## src/rtl/vclk_divcalc.sv

```systemverilog
module vclk_divcalc #(
  parameter int QW   = 10,
  parameter int RW   = 7,
  parameter int CW   = 6,
  parameter int RDW  = 5
) (
  input  logic           clk,
  input  logic           rst_n,
  input  logic           req_valid,
  output logic           req_ready,
  input  logic [QW-1:0]  req_qmhz,
  input  logic [RW-1:0]  req_ref_mhz,
  output logic           rsp_valid,
  output logic [1:0]     rsp_band,
  output logic [CW-1:0]  rsp_count,
  output logic [CW+1:0]  rsp_vco_byte,
  output logic [RDW-1:0] rsp_refdiv,
  output logic           rsp_off_grid,
  output logic           rsp_out_of_range,
  output logic           rsp_bad_ref,
  output logic           rsp_err
);

  localparam int BIAS    = 65;
  localparam int B0_LO   = BIAS;
  localparam int B0_HI   = 2 * BIAS - 2;
  localparam int B1_LO   = 2 * BIAS;
  localparam int B1_HI   = 4 * BIAS - 4;
  localparam int B2_LO   = 4 * BIAS;
  localparam int B2_HI   = 8 * BIAS - 8;
  localparam int B3_LO   = 8 * BIAS;
  localparam int B3_HI   = 880;
  localparam int REF_LO  = 4;
  localparam int REF_HI  = 62;

  logic            accept;
  logic [1:0]      band_c;
  logic            oor_c, grid_c, bad_c;
  logic [QW-1:0]   shq;
  logic [CW-1:0]   cnt_c;
  logic [RDW-1:0]  rdiv_c;
  logic [QW-1:0]   q;

  assign accept = req_valid & req_ready;
  assign q      = req_qmhz;

  always_comb begin
    band_c = 2'd0;
    oor_c  = 1'b0;
    if (q >= QW'(B0_LO) && q <= QW'(B0_HI))      band_c = 2'd0;
    else if (q >= QW'(B1_LO) && q <= QW'(B1_HI)) band_c = 2'd1;
    else if (q >= QW'(B2_LO) && q <= QW'(B2_HI)) band_c = 2'd2;
    else if (q >= QW'(B3_LO) && q <= QW'(B3_HI)) band_c = 2'd3;
    else                                          oor_c  = 1'b1;
  end

  always_comb begin
    shq    = q >> band_c;
    grid_c = 1'b0;
    case (band_c)
      2'd1:    grid_c = q[0] != 1'b0;
      2'd2:    grid_c = q[1:0] != 2'b00;
      2'd3:    grid_c = q[2:0] != 3'b000;
      default: grid_c = 1'b0;
    endcase
    cnt_c = CW'(shq - QW'(BIAS));
    if (oor_c) begin
      cnt_c  = '0;
      grid_c = 1'b0;
    end
  end

  always_comb begin
    bad_c  = req_ref_mhz[0] || req_ref_mhz < RW'(REF_LO) || req_ref_mhz > RW'(REF_HI);
    rdiv_c = bad_c ? '0 : RDW'(req_ref_mhz >> 1);
  end

  always_ff @(posedge clk) begin
    if (!rst_n) begin
      req_ready        <= 1'b0;
      rsp_valid        <= 1'b0;
      rsp_band         <= '0;
      rsp_count        <= '0;
      rsp_refdiv       <= '0;
      rsp_off_grid     <= 1'b0;
      rsp_out_of_range <= 1'b0;
      rsp_bad_ref      <= 1'b0;
    end else begin
      req_ready <= 1'b1;
      rsp_valid <= accept;
      if (accept) begin
        rsp_band         <= band_c;
        rsp_count        <= cnt_c;
        rsp_refdiv       <= rdiv_c;
        rsp_off_grid     <= grid_c;
        rsp_out_of_range <= oor_c;
        rsp_bad_ref      <= bad_c;
      end
    end
  end

  assign rsp_vco_byte = {rsp_band, rsp_count};
  assign rsp_err      = rsp_off_grid | rsp_out_of_range | rsp_bad_ref;

endmodule


```

## config.mk

```make
export PLATFORM = sky130hd
export DESIGN_NAME = vclk_divcalc
export DESIGN_NICKNAME = d
export VERILOG_FILES = /design/src/rtl/vclk_divcalc.sv
export SDC_FILE = /design/constraint.sdc
export NUM_CORES = 1
export LEC_CHECK = 0
export BUFFER_PORTS_ARGS = -buffer_cell sky130_fd_sc_hd__buf_2
export CORE_ASPECT_RATIO = 1.25
export CORE_MARGIN = 5
export CORE_UTILIZATION = 49
export DETAILED_ROUTE_END_ITERATION = 10
export PLACE_DENSITY = 0.85
export SKIP_CTS_REPAIR_TIMING = 1
export SLEW_MARGIN = 20
export SYNTH_ARGS = -nofsm -noshare
export SYNTH_HDL_FRONTEND = slang
export SYNTH_SLANG_ARGS = --single-unit
```

## constraint.sdc

```tcl
create_clock -name clk -period 3.02 [get_ports clk]
set_clock_uncertainty 0.15 [all_clocks]
set_input_delay 0.151 -clock clk [delete_from_list [all_inputs] [get_ports clk]]
set_output_delay 0.151 -clock clk [all_outputs]
set_load 0.1 [all_outputs]
```

# Yosys cells after proc, flatten, opt, wreduce, memory -nomap -nowiden
# Index checks and enable logic that the tools add are counted.
[word_totals]
output_inout_bits = 27
elab_cells = 47
inputBits = 20
ff_bits = 18
[classes]
reduce_logical = 8
bitwise_logic = 3
order_cmp = 10
eq_ne = 3
mux = 13
n_shift = 1
addsub = 1
[op_table]
columns = ["cell", "count"]
rows = [
  ["$le A10 B10 Y1 const B", 2],
  ["$ge A10 B10 Y1 const B", 1],
  ["$ge A10 B7 Y1 const B", 1],
  ["$ge A10 B8 Y1 const B", 1],
  ["$ge A10 B9 Y1 const B", 1],
  ["$le A10 B8 Y1 const B", 1],
  ["$le A10 B9 Y1 const B", 1],
  ["$shr A10 B2 Y6", 1],
  ["$mux W2", 4],
  ["$gt A7 B6 Y1 const B", 1],
  ["$lt A7 B3 Y1 const B", 1],
  ["$mux W1", 6],
  ["$mux W6", 1],
  ["$sub A6 B1 Y6 const B", 1],
  ["$mux W5", 1],
  ["$eq A2 B2 Y1 const B", 2],
  ["$logic_and A1 B1 Y1", 4],
  ["$pmux W1 S3", 1],
  ["$reduce_bool A3 Y1", 1],
  ["$eq A2 B1 Y1 const B", 1],
  ["$logic_or A1 B1 Y1", 2],
  ["$or A1 B1 Y1", 2],
  ["$reduce_bool A2 Y1", 1],
  ["$and A1 B1 Y1", 1],
]

# Longest topological paths before layout
[depth]
depth_word = 9
mapped_depth = 10
ltp_nobuf = 8

# Worst setup path before layout
# OpenSTA, ideal clock, no wires.
[synth_timing]
path_type = "input -> register"
start = "input req_qmhz[5]"
end = "register rsp_count[3]"
stages = 8
t_arrival_ns = 1.949
required_time_ns = 2.749
setup_time_ns = 0.121
slack_ns = 0.800
path_cell_list = "or3_4 -> o41a_1 -> a31o_4 -> nor2_4 -> mux2_4 -> and2_1 -> xnor2_1 -> o21ai_1"
[synth_between]
elab_chain_cells = 9
[synth_lines]
columns = ["item", "line_no", "text"]
rows = [
  ["from (decl)", "11", "input logic [QW-1:0] req_qmhz,"],
  ["$ge A10 B10 Y1 / $le A10 B10 Y1 (equally long branches)", "53", "else if (q >= QW'(B3_LO) && q <= QW'(B3_HI)) band_c = 2'd3;"],
  ["$logic_and A1 B1 Y1", "53", ""],
  ["$mux W2", "53", ""],
  ["$mux W2", "52", "else if (q >= QW'(B2_LO) && q <= QW'(B2_HI)) band_c = 2'd2;"],
  ["$mux W2", "51", "else if (q >= QW'(B1_LO) && q <= QW'(B1_HI)) band_c = 2'd1;"],
  ["$mux W2", "50", "if (q >= QW'(B0_LO) && q <= QW'(B0_HI)) band_c = 2'd0;"],
  ["$shr A10 B2 Y6", "58", "shq = q >> band_c;"],
  ["$sub A6 B1 Y6", "66", "cnt_c = CW'(shq - QW'(BIAS));"],
  ["$mux W6 *", "67", "if (oor_c) begin"],
  ["to (signal assigned)", "93", "rsp_count <= cnt_c;"],
  ["to (decl)", "15", "output logic [CW-1:0] rsp_count,"],
]
# Every way passes the cells marked *; elsewhere a longest branch is shown, timed or not.
# A chain may end at the register's enable or synchronous reset.

# Worst setup path after layout
[layout_timing]
start = "input req_qmhz[9]"
end = "register rsp_count[4]"
# The elaborated chain is that of the path after synthesis.

==> out/results.tsv <==
stage	metric	value	unit
synth	ys async rst share	0	%
sta	Setup-failing EPs final	0	
route	Vias	1252	
placed_design	port bufs	46	
critical_path	critical path, cell by cell	buf_2 -> a21boi_1 -> a21boi_0 -> and2_1 -> nor2_4 -> a21oi_1 -> nand2_1 -> o21ai_1	
route	final WL	3100	um
floorplanning	placement row count	21	
synth	distinct cell type count of the synthesized netlist	61	
synth	sequential area share after synthesis	27.0	%
synth	top cells by instance count after synthesis	18 x sky130_fd_sc_hd__dfxtp_1, 9 x sky130_fd_sc_hd__buf_4, 8 x sky130_fd_sc_hd__nand2_1, 8 x sky130_fd_sc_hd__nor2b_1, 7 x sky130_fd_sc_hd__a22oi_1	
critical_path	maximum net fanout on the critical path	9	
floorplanning	top-level port count	47	
layout	final-stage net count	205	
floorplanning	placeable core area	2650	sq um
job	number of maximum-capacitance constraint violations	0	
clock_tree	clock-pin slew on the worst setup and hold paths	90	ps
synth	gate count after technology mapping	147	
route	wire length per cell after detailed routing	14.4	um
clock_tree	Num Clock Sinks	18	
sta	Achievable Freq	445	MHz
sta	final count of hold timing violations	3	
synth	library cell with the largest summed area after synthesis	sky130_fd_sc_hd__dfxtp_1	
clock_tree	insertion delay to the later sink of the worst-skew pair	280	ps
sta	Tcrit/Tclk final	74.5	%
critical_path	data arrival time of the critical path	2320	ps
layout	area overhead of the layout relative to synthesis	13.3	%
synth	FF+latch count, synth	18	
min_path	classification of the worst-slack hold path	primary input to register	
layout	share of final-layout standard cells stronger than drive strength 1	35.7	%
synth	synthesized cell area	1330	sq um
sta	unrepaired setup endpoints after global routing	false	
grt	via count of the first global-routing pass	1176	
route	number of routed nets with antenna violations	0	
sta	pin slew with the least headroom to its limit	677	ps
grt	first-pass GRT wire length	5070	um
clock_tree	maximum buffer depth of the clock tree	2	
synth	leading cell types by total area after synthesis	sky130_fd_sc_hd__dfxtp_1 27%, sky130_fd_sc_hd__buf_4 5.1%, sky130_fd_sc_hd__a22oi_1 3.9%, sky130_fd_sc_hd__mux2i_1 3.8%, sky130_fd_sc_hd__nor2b_1 3.8%	
placed_design	Post-DP HPWL	2450	um
synth	most frequently used cell type in the post-synthesis netlist	sky130_fd_sc_hd__dfxtp_1	
critical_path	Reg-to-Reg Start	req_ready	
power	Worst IR Drop VDD	0.209	mV
synth	net count after synthesis	168	
synth	Post-synth EDFFs	0	
sta	max-slew violation count	0	
floorplanning	die boundary width	56.7	um
placed_design	Placed Area	1470	sq um
layout	number of standard cells in the layout, taps in and fillers out	216	
layout	area of all placed cells without fillers	1510	sq um
sta	shortest clock period the worst path allows after layout	2250	ps
clock_tree	number of H-tree levels	1	
critical_path	critical path start-end classification	primary input to register	
layout	antenna cells	0	
grt	number of antenna violations at the first check in global routing	0	
grt	pin count of the biggest net entering global routing	20	
route	number of DRC violations after detailed routing	0	
synth	Synth Area per Inst	9.07	sq um
floorplanning	die span in y	68.3	um
placed_design	Placed Cells incl. Taps	211	
min_path	start point of the worst min-delay path	req_ref_mhz[2]	
clock_tree	Clock Tree Root	sky130_fd_sc_hd__clkbuf_4	
outcome	result of the run	complete, but fails checks	
floorplanning	Initial Util	50.3	%
sta	Total Neg Setup Slack	0	ps
sta	worst hold slack	-14.8	ps
power	pwr dens	445	nW/um^2
clock_tree	clock buffer count from CTS	3	
power	cell leakage power	0.675	nW
layout	fill cell total of the finished layout	263	
synth	Warnings, synthesis	0	
critical_path	Worst setup SP type	primary input	
critical_path	startpoint of the most critical setup path	req_qmhz[9]	
route	number of design-rule violations left by the first detailed-router iteration	57	
critical_path	data required time of the worst path	3090	ps
outcome	violated checks	negative hold slack	
grt	All-Layer GR Usage	16.4	%
floorplanning	Die Outline Area	3870	sq um
route	detailed-routing iteration count for the pre-antenna-repair pass	4	
placed_design	RePlAce Congestion	0.872	
synth	top flip-flop cell by instance count after synthesis	sky130_fd_sc_hd__dfxtp_1	
power	overall power consumption	672	uW
route	routed vias/inst	5.80	
critical_path	Worst setup EP type	register	
clock_tree	clock tree from TritonCTS	yes	
sta	worst relative slew slack	54.5	%
grt	grt total ovfl	0	
critical_path	delay of the slowest cell on the worst path	420	ps
synth	fraction of synthesized cell area taken by the top area cell type	27.0	%
critical_path	crit path max-delay cell type	sky130_fd_sc_hd__a21boi_0	
-- metal layers --
metal	vias up	track usage, %	wire length (um)
li1	611	-	-
met1	587	17.4	1270
met2	50	30.8	1520
met3	4	3.21	259
met4	0	8.31	47
met5	-	0	0
-- final timing paths --
kind                            slack [ps]             to  depth (start not counted)
worst max-delay path                   770   rsp_count[4]                          8
worst min-delay path                   -10  rsp_refdiv[1]                          3
worst max register to register        1220  rsp_refdiv[0]                          4
worst min register to register         330   rsp_count[3]                          2
-- flip-flops by register name, summed over array words and instances, names as in the netlist --
register	cells
rsp_count	6
rsp_refdiv	5
rsp_band	2
req_ready	1
rsp_bad_ref	1
rsp_off_grid	1
rsp_out_of_range	1
rsp_valid	1
-- where the power goes --
| part | leakage, nW | internal, mW | total (mW) | switching (mW) |
|---|---|---|---|---|
| sequential | 0.147 | 0.249 | 0.256 | 0.00710 |
| combinational | 0.514 | 0.0773 | 0.303 | 0.226 |
| clock | 0.0138 | 0.0463 | 0.114 | 0.0673 |
-- kinds of logic (layout without fill, tap and decap cells) --
kind of cell	Yosys count	count (layout)	synth area share, %
flip-flops	18	18	27.0
adder cells (fa/ha/maj)	1	1	0.938
AO/OA/AOI/OAI	42	42	26.2
XOR/XNOR	4	4	2.63
multiplexers	6	6	4.88
AND/OR/NAND/NOR	57	57	27.2
buffers and inverters	19	54	11.2
-- through the flow --
stage	utilization, %	setup WS [ps]	hold slack (ps)
floorplan	-	800	28.7
global placement	55.4	509	258
detailed placement	55.4	488	265
CTS	56.2	760	-34.2
global route	57.0	588	4.36
finish	57.0	771	-14.8
-- layout by cell type (no fill, tap or decap), types with 3 or more instances in the layout --
| cell | count |
|---|---|
| sky130_fd_sc_hd__a21oi_1 | 4 |
| sky130_fd_sc_hd__a22oi_1 | 7 |
| sky130_fd_sc_hd__and2_1 | 3 |
| sky130_fd_sc_hd__and2b_2 | 3 |
| sky130_fd_sc_hd__buf_2 | 46 |
| sky130_fd_sc_hd__clkbuf_4 | 3 |
| sky130_fd_sc_hd__dfxtp_1 | 18 |
| sky130_fd_sc_hd__inv_1 | 3 |
| sky130_fd_sc_hd__mux2i_1 | 5 |
| sky130_fd_sc_hd__nand2_1 | 8 |
| sky130_fd_sc_hd__nand3_1 | 4 |
| sky130_fd_sc_hd__nor2_1 | 6 |
| sky130_fd_sc_hd__nor2b_1 | 8 |
| sky130_fd_sc_hd__nor3_1 | 5 |
| sky130_fd_sc_hd__o21ai_0 | 6 |
| sky130_fd_sc_hd__o21ai_1 | 3 |
| sky130_fd_sc_hd__xnor2_1 | 3 |
-- worst max-delay path, delay by kind of cell --
kind | cells | cell delay (ps)
buffers and inverters | 1 | 200
AO/OA/AOI/OAI | 4 | 1370
AND/OR/NAND/NOR | 3 | 600
-- area by class of cell --
class / instances / area (sq um) / share of cell area, %
multi-input combinational: 110 / 825 / 54.6
inverter: 3 / 11.3 / 0.745
timing repair buffer: 48 / 250 / 16.6
clock buffer: 3 / 22.5 / 1.49
sequential: 18 / 360 / 23.8
tap: 34 / 42.5 / 2.81
Power figures use the tool's default switching activity.
